==> src/rtl/fuse_pkg.sv <==
// Package: shared types and register layout for the fuse read sequencer.
// Assumes the read-port controller decodes offsets 0x0/0x4/0x8 and the
// control/pointer bit positions below.
package fuse_pkg;

    typedef enum logic [1:0] {
        ST_OK    = 2'd0,
        ST_INVAL = 2'd1,
        ST_UNSUP = 2'd2
    } fuse_status_e;

    typedef enum logic [1:0] {
        OP_READ  = 2'd0,
        OP_PROG  = 2'd1,
        OP_SENSE = 2'd2,
        OP_OVR   = 2'd3
    } fuse_op_e;

    typedef enum logic [2:0] {
        S_IDLE,
        S_RMW_RD,
        S_RMW_WR,
        S_STRB_WAIT,
        S_DATA_WAIT,
        S_DATA_RD,
        S_DATA_CAP,
        S_FINISH
    } seq_state_e;

    localparam logic [3:0] OFS_CTRL = 4'h0;
    localparam logic [3:0] OFS_DATA = 4'h4;
    localparam logic [3:0] OFS_PTR  = 4'h8;

    localparam logic [3:0] BIT_MODE = 4'd15;
    localparam logic [3:0] BIT_RST  = 4'd14;
    localparam logic [3:0] BIT_PWR  = 4'd13;
    localparam logic [3:0] BIT_INC  = 4'd8;
    localparam logic [3:0] BIT_STRB = 4'd3;

    localparam logic [2:0] STEP_STRB_LOW = 3'd6;
    localparam logic [2:0] STEP_LAST     = 3'd7;

    typedef struct packed {
        logic [3:0] addr;
        logic [3:0] bitpos;
        logic       set;
    } rmw_step_t;

    // One entry of the fixed bring-up sequence; order is behaviour.
    function automatic rmw_step_t rmw_step(input logic [2:0] idx);
        rmw_step_t s;
        case (idx)
            3'd0:    s = '{OFS_CTRL, BIT_MODE, 1'b0};
            3'd1:    s = '{OFS_CTRL, BIT_PWR,  1'b1};
            3'd2:    s = '{OFS_PTR,  BIT_INC,  1'b1};
            3'd3:    s = '{OFS_CTRL, BIT_RST,  1'b1};
            3'd4:    s = '{OFS_CTRL, BIT_RST,  1'b0};
            3'd5:    s = '{OFS_CTRL, BIT_STRB, 1'b1};
            3'd6:    s = '{OFS_CTRL, BIT_STRB, 1'b0};
            default: s = '{OFS_CTRL, BIT_STRB, 1'b1};
        endcase
        return s;
    endfunction

endpackage

==> src/rtl/fuse_bank_decode.sv <==
// Module: maps (op, bank, word) onto a status, and for served reads onto an
// array select and word count. Purely combinational.
// Assumes SEC_BANKS+1 fits in BANK_W bits.
module fuse_bank_decode
    import fuse_pkg::*;
#(
    parameter int SEC_BANKS = 44,
    parameter int SEC_WORDS = 3,
    parameter int A0_WORDS  = 3,
    parameter int A1_WORDS  = 4,
    parameter int BANK_W    = 8,
    parameter int WORD_W    = 8,
    parameter int CNT_W     = 3
) (
    input  logic [1:0]        op,
    input  logic [BANK_W-1:0] bank,
    input  logic [WORD_W-1:0] word,
    output logic              needs_read,
    output logic              arr_sel,
    output logic [CNT_W-1:0]  nwords,
    output fuse_status_e      status
);
    localparam logic [BANK_W-1:0] BANK_A0 = BANK_W'(SEC_BANKS);
    localparam logic [BANK_W-1:0] BANK_A1 = BANK_W'(SEC_BANKS + 1);

    // Classify the request into one of the regions.
    always_comb begin
        needs_read = 1'b0;
        arr_sel    = 1'b0;
        nwords     = CNT_W'(A0_WORDS);
        status     = ST_INVAL;
        if (op != OP_READ) begin
            status = ST_UNSUP;
        end else if (bank < BANK_A0) begin
            status = (word >= WORD_W'(SEC_WORDS)) ? ST_INVAL : ST_UNSUP;
        end else if (bank == BANK_A0) begin
            if (word < WORD_W'(A0_WORDS)) begin
                needs_read = 1'b1;
                status     = ST_OK;
            end
        end else if (bank == BANK_A1) begin
            arr_sel = 1'b1;
            nwords  = CNT_W'(A1_WORDS);
            if (word < WORD_W'(A1_WORDS)) begin
                needs_read = 1'b1;
                status     = ST_OK;
            end
        end
    end

endmodule

==> src/rtl/fuse_delay_timer.sv <==
// Module: down-counter for enforced waits. A load pulse starts a wait of
// len cycles; expired is high whenever the count has reached zero.
module fuse_delay_timer #(
    parameter int WIDTH = 16
) (
    input  logic             clk,
    input  logic             rst_n,
    input  logic             load,
    input  logic [WIDTH-1:0] len,
    output logic             expired
);
    logic [WIDTH-1:0] cnt_q;

    // Load or count down towards zero.
    always_ff @(posedge clk) begin
        if (!rst_n)             cnt_q <= '0;
        else if (load)          cnt_q <= len;
        else if (cnt_q != '0)   cnt_q <= cnt_q - 1'b1;
    end

    assign expired = (cnt_q == '0);

endmodule

==> src/rtl/fuse_read_seq.sv <==
// Module: top of the fuse read sequencer. Decodes a request, and for a
// served read drives the bring-up register sequence on the selected array's
// read-port controller, reads every word into a buffer and answers with the
// requested one. Assumes bus_rdata is valid in the cycle after bus_rd.
module fuse_read_seq
    import fuse_pkg::*;
#(
    parameter int CLK_MHZ       = 250,
    parameter int STROBE_LOW_NS = 100,
    parameter int WORD_WAIT_NS  = 100000,
    parameter int SEC_BANKS     = 44,
    parameter int SEC_WORDS     = 3,
    parameter int A0_WORDS      = 3,
    parameter int A1_WORDS      = 4,
    parameter int BANK_W        = 8,
    parameter int WORD_W        = 8,
    parameter int DATA_W        = 32
) (
    input  logic              clk,
    input  logic              rst_n,
    input  logic              req_valid,
    input  logic [1:0]        req_op,
    input  logic [BANK_W-1:0] req_bank,
    input  logic [WORD_W-1:0] req_word,
    output logic              done,
    output logic [DATA_W-1:0] value,
    output logic [1:0]        status,
    output logic              bus_sel,
    output logic [3:0]        bus_addr,
    output logic              bus_rd,
    output logic              bus_wr,
    output logic [DATA_W-1:0] bus_wdata,
    input  logic [DATA_W-1:0] bus_rdata
);
    localparam int MAX_WORDS = (A0_WORDS > A1_WORDS) ? A0_WORDS : A1_WORDS;
    localparam int CNT_W     = $clog2(MAX_WORDS + 1);
    localparam int IDX_W     = (MAX_WORDS > 1) ? $clog2(MAX_WORDS) : 1;
    localparam int STRB_RAW  = (STROBE_LOW_NS * CLK_MHZ + 999) / 1000;
    localparam int WAIT_RAW  = (WORD_WAIT_NS * CLK_MHZ + 999) / 1000;
    localparam int STRB_CYC  = (STRB_RAW < 1) ? 1 : STRB_RAW;
    localparam int WAIT_CYC  = (WAIT_RAW < 1) ? 1 : WAIT_RAW;
    localparam int TMR_MAX   = (STRB_CYC > WAIT_CYC) ? STRB_CYC : WAIT_CYC;
    localparam int TMR_W     = $clog2(TMR_MAX + 1);

    seq_state_e        state_q;
    logic [2:0]        step_q;
    logic [IDX_W-1:0]  widx_q;
    logic [IDX_W-1:0]  lat_idx_q;
    logic [CNT_W-1:0]  lat_nwords_q;
    logic              lat_sel_q;
    logic              done_q;
    fuse_status_e      status_q;
    logic [DATA_W-1:0] value_q;
    logic [DATA_W-1:0] word_buf [MAX_WORDS];

    logic              dec_needs_read;
    logic              dec_sel;
    logic [CNT_W-1:0]  dec_nwords;
    fuse_status_e      dec_status;
    logic              accept_ok;
    logic              last_word;
    logic              tmr_load;
    logic [TMR_W-1:0]  tmr_len;
    logic              tmr_expired;
    rmw_step_t         cur;
    logic [DATA_W-1:0] bit_mask;

    fuse_bank_decode #(
        .SEC_BANKS (SEC_BANKS),
        .SEC_WORDS (SEC_WORDS),
        .A0_WORDS  (A0_WORDS),
        .A1_WORDS  (A1_WORDS),
        .BANK_W    (BANK_W),
        .WORD_W    (WORD_W),
        .CNT_W     (CNT_W)
    ) u_decode (
        .op         (req_op),
        .bank       (req_bank),
        .word       (req_word),
        .needs_read (dec_needs_read),
        .arr_sel    (dec_sel),
        .nwords     (dec_nwords),
        .status     (dec_status)
    );

    fuse_delay_timer #(.WIDTH(TMR_W)) u_timer (
        .clk     (clk),
        .rst_n   (rst_n),
        .load    (tmr_load),
        .len     (tmr_len),
        .expired (tmr_expired)
    );

    // Request acceptance and end-of-array detection.
    assign accept_ok = (state_q == S_IDLE) && !done_q;
    assign last_word = ((CNT_W'(widx_q) + 1'b1) == lat_nwords_q);

    // Start a wait after the strobe-clearing write, the strobe-setting write
    // and every data capture that is not the last.
    always_comb begin
        tmr_load = 1'b0;
        tmr_len  = TMR_W'(WAIT_CYC);
        if (state_q == S_RMW_WR && step_q == STEP_STRB_LOW) begin
            tmr_load = 1'b1;
            tmr_len  = TMR_W'(STRB_CYC);
        end else if (state_q == S_RMW_WR && step_q == STEP_LAST) begin
            tmr_load = 1'b1;
        end else if (state_q == S_DATA_CAP && !last_word) begin
            tmr_load = 1'b1;
        end
    end

    // Bus drive: current step's register, changed bit applied to read data.
    always_comb begin
        cur       = rmw_step(step_q);
        bit_mask  = DATA_W'(1) << cur.bitpos;
        bus_sel   = lat_sel_q;
        bus_rd    = (state_q == S_RMW_RD) || (state_q == S_DATA_RD);
        bus_wr    = (state_q == S_RMW_WR);
        bus_addr  = (state_q == S_DATA_RD) ? OFS_DATA : cur.addr;
        bus_wdata = cur.set ? (bus_rdata | bit_mask) : (bus_rdata & ~bit_mask);
    end

    // Word buffer: one register per array word, loaded on its capture cycle.
    for (genvar g = 0; g < MAX_WORDS; g++) begin : g_buf
        always_ff @(posedge clk) begin
            if (!rst_n)
                word_buf[g] <= '0;
            else if (state_q == S_DATA_CAP && widx_q == IDX_W'(g))
                word_buf[g] <= bus_rdata;
        end
    end

    // Sequencer state machine and answer registers.
    always_ff @(posedge clk) begin
        if (!rst_n) begin
            state_q      <= S_IDLE;
            step_q       <= '0;
            widx_q       <= '0;
            lat_idx_q    <= '0;
            lat_nwords_q <= '0;
            lat_sel_q    <= 1'b0;
            done_q       <= 1'b0;
            status_q     <= ST_OK;
            value_q      <= '0;
        end else begin
            done_q <= 1'b0;
            case (state_q)
                S_IDLE: begin
                    if (req_valid && accept_ok) begin
                        if (dec_needs_read) begin
                            lat_sel_q    <= dec_sel;
                            lat_nwords_q <= dec_nwords;
                            lat_idx_q    <= req_word[IDX_W-1:0];
                            step_q       <= '0;
                            widx_q       <= '0;
                            state_q      <= S_RMW_RD;
                        end else begin
                            done_q   <= 1'b1;
                            status_q <= dec_status;
                            value_q  <= '0;
                        end
                    end
                end
                S_RMW_RD: state_q <= S_RMW_WR;
                S_RMW_WR: begin
                    if (step_q == STEP_STRB_LOW) begin
                        state_q <= S_STRB_WAIT;
                    end else if (step_q == STEP_LAST) begin
                        state_q <= S_DATA_WAIT;
                    end else begin
                        step_q  <= step_q + 1'b1;
                        state_q <= S_RMW_RD;
                    end
                end
                S_STRB_WAIT: begin
                    if (tmr_expired) begin
                        step_q  <= step_q + 1'b1;
                        state_q <= S_RMW_RD;
                    end
                end
                S_DATA_WAIT: if (tmr_expired) state_q <= S_DATA_RD;
                S_DATA_RD:   state_q <= S_DATA_CAP;
                S_DATA_CAP: begin
                    if (last_word) begin
                        state_q <= S_FINISH;
                    end else begin
                        widx_q  <= widx_q + 1'b1;
                        state_q <= S_DATA_WAIT;
                    end
                end
                S_FINISH: begin
                    done_q   <= 1'b1;
                    status_q <= ST_OK;
                    value_q  <= word_buf[lat_idx_q];
                    state_q  <= S_IDLE;
                end
                default: state_q <= S_IDLE;
            endcase
        end
    end

    assign done   = done_q;
    assign status = status_q;
    assign value  = value_q;

endmodule

==> config.mk <==
export PLATFORM = sky130hd
export DESIGN_NAME = fuse_read_seq
export DESIGN_NICKNAME = d
export VERILOG_FILES = /design/src/rtl/fuse_pkg.sv /design/src/rtl/fuse_bank_decode.sv /design/src/rtl/fuse_delay_timer.sv /design/src/rtl/fuse_read_seq.sv
export SDC_FILE = /design/constraint.sdc
export NUM_CORES = 1
export LEC_CHECK = 0
export BUFFER_PORTS_ARGS = -buffer_cell sky130_fd_sc_hd__buf_4
export CORE_MARGIN = 2
export CORE_UTILIZATION = 50
export CTS_BUF_LIST = sky130_fd_sc_hd__clkbuf_16
export CTS_CLUSTER_DIAMETER = 40
export CTS_CLUSTER_SIZE = 16
export DETAILED_ROUTE_END_ITERATION = 16
export GPL_TIMING_DRIVEN = 1
export PLACE_DENSITY = 0.71
export SKIP_LAST_GASP = 1
export SLEW_MARGIN = 20
export SYNTH_ARGS = -nofsm -noshare
export SYNTH_HDL_FRONTEND = slang
export SYNTH_SLANG_ARGS = --single-unit
==> constraint.sdc <==
create_clock -name clk -period 3.4 [get_ports clk]
set_clock_uncertainty 0.2 [all_clocks]
set_input_delay 0.51 -clock clk [delete_from_list [all_inputs] [get_ports clk]]
set_output_delay 0.51 -clock clk [all_outputs]
set_load 0.1 [all_outputs]
==> flow_metrics.py, run 1 <==
metrics = {
    "synth": {
        "ys_seq_area_share_pct": 58.4,
        "synth_largest_area_cell": "edfxtp_1",
        "synth-seq-cells": 192,
        "avgSynthCellArea_um2": 13.0,
        "synth-edff-count": 128,
        "synth_top_area_share_pct": 43.8,
        "yosysMostFrequentCell": "and2_1",
        "synthArstFlopShare_pct": 0,
        "netlist_top_cells_count": "and2_1 (130), edfxtp_1 (128), dfxtp_1 (64)",
        "synth_cell_type_count": 63,
        "synth_area_leaders": "edfxtp_1 (44%), dfxtp_1 (15%), and2_1 (9.3%)",
        "synth-main-ff-cell": "edfxtp_1",
        "syn-cell-area_um2": 8780,
        "yosys_warnings": 0,
        "syn_inst": 674,
    },
    "setup_path": {
        "cp_cell_sequence": "inv_1 -> ha_1 -> or2_2 -> mux2_2 -> or2_2 -> o21ai_2 -> o41ai_4 -> buf_6",
        "crit_path_end_kind": "output port",
        "required_ns": 2.69,
        "crit_top_cell": "or2_2",
        "path_delay_family": "simple AND/OR/NAND/NOR gates",
        "cp-start-kind": "register",
        "cp.buffers_inverters": 2,
        "slowest_delay_ns": 0.34,
        "crit_arrival_ns": 2.61,
        "r2r_start": "widx_q[0]$_SDFFE_PN0P_",
        "cpMaxStageDelayCell": "or2_2",
        "path_class": "register to output port",
        "crit_start": "step_q[0]$_SDFFE_PN0P_",
        "crit_fanout": 5,
    },
    "sta": {
        "fin_tns_setup_ns": 0,
        "post-route-period-util_pct": 97.5,
        "fmax_mhz": 302,
        "slew_headroom_pct": 36.2,
        "rsz0062_at_grt": "yes",
        "finalMaxSlewViolations": 0,
        "setup_viol": 0,
        "tightest_slew_ns": 0.956,
        "finalHoldViolCount": 0,
        "fin_crit_ns": 3.32,
    },
    "grt": {
        "track_usage_pct": 21.3,
        "grt.overflow.total": 0,
        "grt_pass1_wl_mm": 29.8,
        "grt_pass1_vias": 5752,
        "antenna_found_initial": 0,
        "grt_max_degree": 33,
    },
    "outcome": {
        "outcome": "finished clean",
    },
    "routing": {
        "dr.first_iter.drc_count": 372,
        "num_vias": 5648,
        "wirelength_mm": 19.2,
        "dr.pass1.iters": 5,
        "drc": 0,
        "wire_per_inst_um": 18.9,
        "viasPerCell": 5.57,
        "ant_nets": 0,
    },
    "cts": {
        "postCtsHoldBufs": 0,
        "clock-sinks": 192,
        "clockBufferDepth": 2,
        "clk_pin_slew_ns": 0.07,
        "post_cts_buffers": 0,
        "cts-htree-levels": 4,
        "cts_tree": "yes",
        "clock_latency_ns": 0.43,
        "cts_root_buffer": "clkbuf_16",
        "cts_inserted_buffers": 17,
    },
    "placement": {
        "place.gp.congestion": 0.934,
        "port-buffer-count": 124,
        "dp_hpwl_mm": 12.2,
        "dp_cells": 982,
    },
    "cells_and_area": {
        "seqCellArea_um2": 5130,
        "drive_gt1_share_pct": 32.8,
        "layout.nets": 841,
        "multi_input_area_um2": 3360,
        "syn_to_final_growth_pct": 19.0,
        "diodes": 0,
        "stdcell_count": 1014,
        "finish.utilization_pct": 60.6,
        "num-fill-cells": 1344,
    },
    "floorplanning": {
        "core_um2": 17200,
        "die_h_um": 137,
        "die_area_um2": 18600,
        "die_w_um": 137,
        "initial_core_util_pct": 50.9,
        "num_io_pins": 127,
        "placementRows": 48,
    },
    "hold_path": {
        "holdCritStartpoint": "bus_rdata[16]",
        "hp-class": "input port to register",
    },
    "power": {
        "ir_drop_mv": 0.413,
        "power_density_nw_per_um2": 524,
        "power_w": 0.00548,
        "p_leak_nw": 4.03,
    },
    "job": {
        "maxCapViolations": 0,
    },
}
-- worst reg2reg max path: stages, from the launching register on --
cell and delay (ns):
dfxtp_1 0.42, inv_1 0.11, ha_1 0.34, and3b_1 0.20, o211ai_1 0.37, nand3_1 0.27, nand2_1 0.40, o21ai_0 0.17
-- flip-flops by register name, summed over array words and instances, names as in the netlist, 2 cells and up, named ones only --
signal and flops:
word_buf 128, value 32, u_timer.cnt_q 15, state_q 3, step_q 3, lat_idx_q 2
lat_nwords_q 2, status 2, widx_q 2
-- per-layer routing --
metal  up-vias  global-route usage, %  share of wire (%)
met3        23                   4.48                5.0
met2       170                   36.3                 51
met1      2815                   27.3                 43
li1       2640                      -                  -
met5         -                      0                  0
met4         0                   7.00                1.5
-- cells by family after synthesis --
family	Yosys count	share of synthesized area (%)
other	1	0.0427
AOI/OAI and AO/OA	83	8.05
and+or+nand+nor	264	17.3
buffers and inverters	69	4.10
xor gates and xnor gates	13	1.30
muxes	40	9.18
DFF	192	58.4
adders and majority gates	12	1.71
-- report_power, final --
part | total (W) | leakage [nW] | internal (W) | switching [W]
clock | 0.00194 | 0.285 | 0.00108 | 0.000856
sequential | 0.00270 | 1.73 | 0.00262 | 0.0000830
combinational | 0.000839 | 2.01 | 0.000306 | 0.000533
-- through the flow --
stage	instance area, um2	hold slack, ns	setup WS, ns
finish	10400	0.183	0.0843
global route	10400	0.174	-0.0828
global placement	9870	0.241	0.447
CTS	10400	0.169	0.00499
floorplan	8820	0.231	-0.143
detailed placement	9870	0.264	0.368
-- area by class of cell --
class | count | area share (%)
repair buffers | 140 | 10.2
inverters | 11 | 0.395
clock inverters | 15 | 1.39
clock buffers | 17 | 4.07
multi-input cells | 414 | 32.1
well taps | 225 | 2.69
flip-flops and latches | 192 | 49.1
-- final timing paths --
kind / slack [ns] / endpoint / cells after the start
worst min register to register: 0.27 / register / 2
worst min-delay path: 0.18 / word_buf[2][16]$_SDFFCE_PN0P_ / 2
worst max register to register: 0.78 / u_timer.cnt_q[14]$_SDFFE_PN0P_ / 7
worst max-delay path: 0.08 / bus_wdata[10] / 8
-- layout by cell type (no fill, tap or decap), types with 4 or more instances in the layout --
cell type and n:
inv_1 13, o31ai_1 4, xor2_1 9, o21ai_0 8, clkbuf_16 17, nand2_1 38
a211oi_1 5, mux4_2 32, or2_2 4, ha_1 12, mux2_2 4, a21oi_1 7
edfxtp_1 128, nor2_1 31, nand4_1 5, mux2i_1 4, o21a_1 4, nand3_1 11
a22o_1 7, nand2_2 4, nor3_1 5, and3_1 6, buf_4 138, dfxtp_1 61
xnor2_1 4, a22o_2 26, and2_1 130
-- timing repair --
| item | in CTS | in global routing |
|---|---|---|
| gates resized for setup | 1 | 3 |
| gates cloned | 0 | 0 |
| setup endpoints to repair | 1 | 3 |
Note: power is estimated with default switching activity, not from simulation.
==> run 2: changes to the inputs <==
CORE_UTILIZATION = 55   (was 50)
PLACE_DENSITY = 0.77   (was 0.71)
==> flow_metrics.py, run 2 (synthesized netlist as in run 1, its figures left out) <==
metrics = {
    "placement": {
        "port-buffer-count": 124,
        "dp_hpwl_mm": 12.4,
        "dp_cells": 975,
        "place.gp.congestion": 0.951,
    },
    "sta": {
        "finalHoldViolCount": 0,
        "fmax_mhz": 304,
        "hold_ws_ns": 0.182,
        "post-route-period-util_pct": 96.7,
        "fin_tns_setup_ns": 0,
        "finalMaxSlewViolations": 0,
        "rsz0062_at_grt": "no",
        "tightest_slew_ns": 0.571,
        "fin_crit_ns": 3.29,
        "slew_headroom_pct": 61.6,
        "setup_viol": 0,
    },
    "setup_path": {
        "regToRegSetupSlack_ns": 0.85,
        "crit_path_end_kind": "output port",
        "crit_fanout": 5,
        "crit_arrival_ns": 2.58,
        "cp-start-kind": "register",
        "required_ns": 2.69,
        "path_class": "register to output port",
    },
    "cts": {
        "cts_resized": 2,
        "postCtsHoldBufs": 0,
        "cts_inserted_buffers": 17,
        "clock_latency_ns": 0.44,
        "cts_root_buffer": "clkbuf_16",
        "clock-sinks": 192,
        "clk_pin_slew_ns": 0.07,
        "cts_tree": "yes",
        "post_cts_buffers": 0,
        "clockBufferDepth": 2,
        "cts-htree-levels": 4,
    },
    "grt": {
        "track_usage_pct": 23.5,
        "antenna_found_initial": 0,
        "grt_pass1_vias": 5784,
        "grt_pass1_wl_mm": 29.8,
        "grt.overflow.total": 0,
        "grt_max_degree": 33,
    },
    "power": {
        "power_density_nw_per_um2": 524,
        "ir_drop_mv": 0.422,
        "p_leak_nw": 4.05,
    },
    "cells_and_area": {
        "stdcell_count": 1007,
        "final_cell_mix": "buf_4 (138), and2_1 (130), edfxtp_1 (128), dfxtp_1 (62), nand2_1 (42)",
        "largest_reg_flops": 128,
        "layout.nets": 843,
        "syn_to_final_growth_pct": 19.2,
        "diodes": 0,
        "largest-register": "word_buf",
        "drive_gt1_share_pct": 32.4,
        "layout_commonest_cell": "buf_4",
    },
    "routing": {
        "viasPerCell": 5.64,
        "num_vias": 5679,
        "ant_nets": 0,
        "dr.first_iter.drc_count": 394,
        "dr.pass1.iters": 6,
        "drc": 0,
        "wirelength_mm": 18.8,
        "wire_per_inst_um": 18.7,
    },
    "floorplanning": {
        "num_io_pins": 127,
        "die_h_um": 130,
        "core_um2": 15800,
        "placementRows": 46,
        "die_w_um": 130,
        "initial_core_util_pct": 55.7,
        "die_area_um2": 17000,
    },
    "hold_path": {
        "hp-class": "input port to register",
    },
    "outcome": {
        "outcome": "finished clean",
    },
    "job": {
        "maxCapViolations": 0,
    },
}
[run 2: changes by cell type in the layout (fill, tap and decap cells not counted), moves of 2 or more]
cell | before | now
nand2_1 | 38 | 42
nand2_2 | 4 | 0
clkinv_4 | 3 | 1
buf_12 | 1 | 3
inv_6 | 3 | 0
clkinvlp_4 | 1 | 3
[run 2: power by group]
part           internal [W]  total [W]  switching, W
sequential          0.00262    0.00270     0.0000860
combinational      0.000307   0.000837      0.000530
clock               0.00111    0.00194      0.000831
total               0.00403    0.00548       0.00145
[run 2: path summary, 6_finish.rpt]
kind / start / cells after the start / endpoint
worst min-delay path: bus_rdata[25] / 2 / word_buf[1][25]$_SDFFCE_PN0P_
worst min register to register: lat_idx_q[0]$_SDFFE_PN0N_ / 2 / register
worst max-delay path: step_q[0]$_SDFFE_PN0P_ / 7 / bus_wdata[10]
worst max register to register: widx_q[0]$_SDFFE_PN0P_ / 7 / u_timer.cnt_q[14]$_SDFFE_PN0P_
[run 2: per-stage QoR]
step | area, um2 | util (%) | worst slack (ns) | total power [W]
3_5_place_dp | 9880 | 62.6 | 0.349 | 0.00359
2_1_floorplan | 8820 | - | -0.143 | 0.00338
4_1_cts | 10500 | 66.3 | 0.0292 | 0.00550
3_3_place_gp | 9880 | 62.6 | 0.447 | 0.00355
6_report | 10500 | 66.4 | 0.113 | 0.00548
5_1_grt | 10500 | 66.4 | 0.0199 | 0.00568
[run 2: critical path, stage by stage (launching register included)]
cell,delay [ns]
dfxtp_1,0.34
inv_1,0.10
ha_2,0.24
or2_2,0.32
mux2_2,0.30
or2_2,0.33
o41ai_4,0.24
buf_6,0.27
[run 2: final cells by class]
class	instances	area (um2)
timing repair buffer	142	1110
tap	216	270
clock buffer	18	450
clock inverter	14	125
sequential	192	5130
inverter	11	41.3
fill	1197	5300
multi-input combinational	414	3340
[run 2: metal layers]
metal  up-vias  track usage (%)  part of all wire [%]  wire, um
li1       2647                -                     -         -
met3        20             5.49                   6.1      1150
met2       187             42.3                    53      9980
met5         -                0                     0         0
met1      2825             27.9                    40      7440
met4         0             7.57                   1.3       247
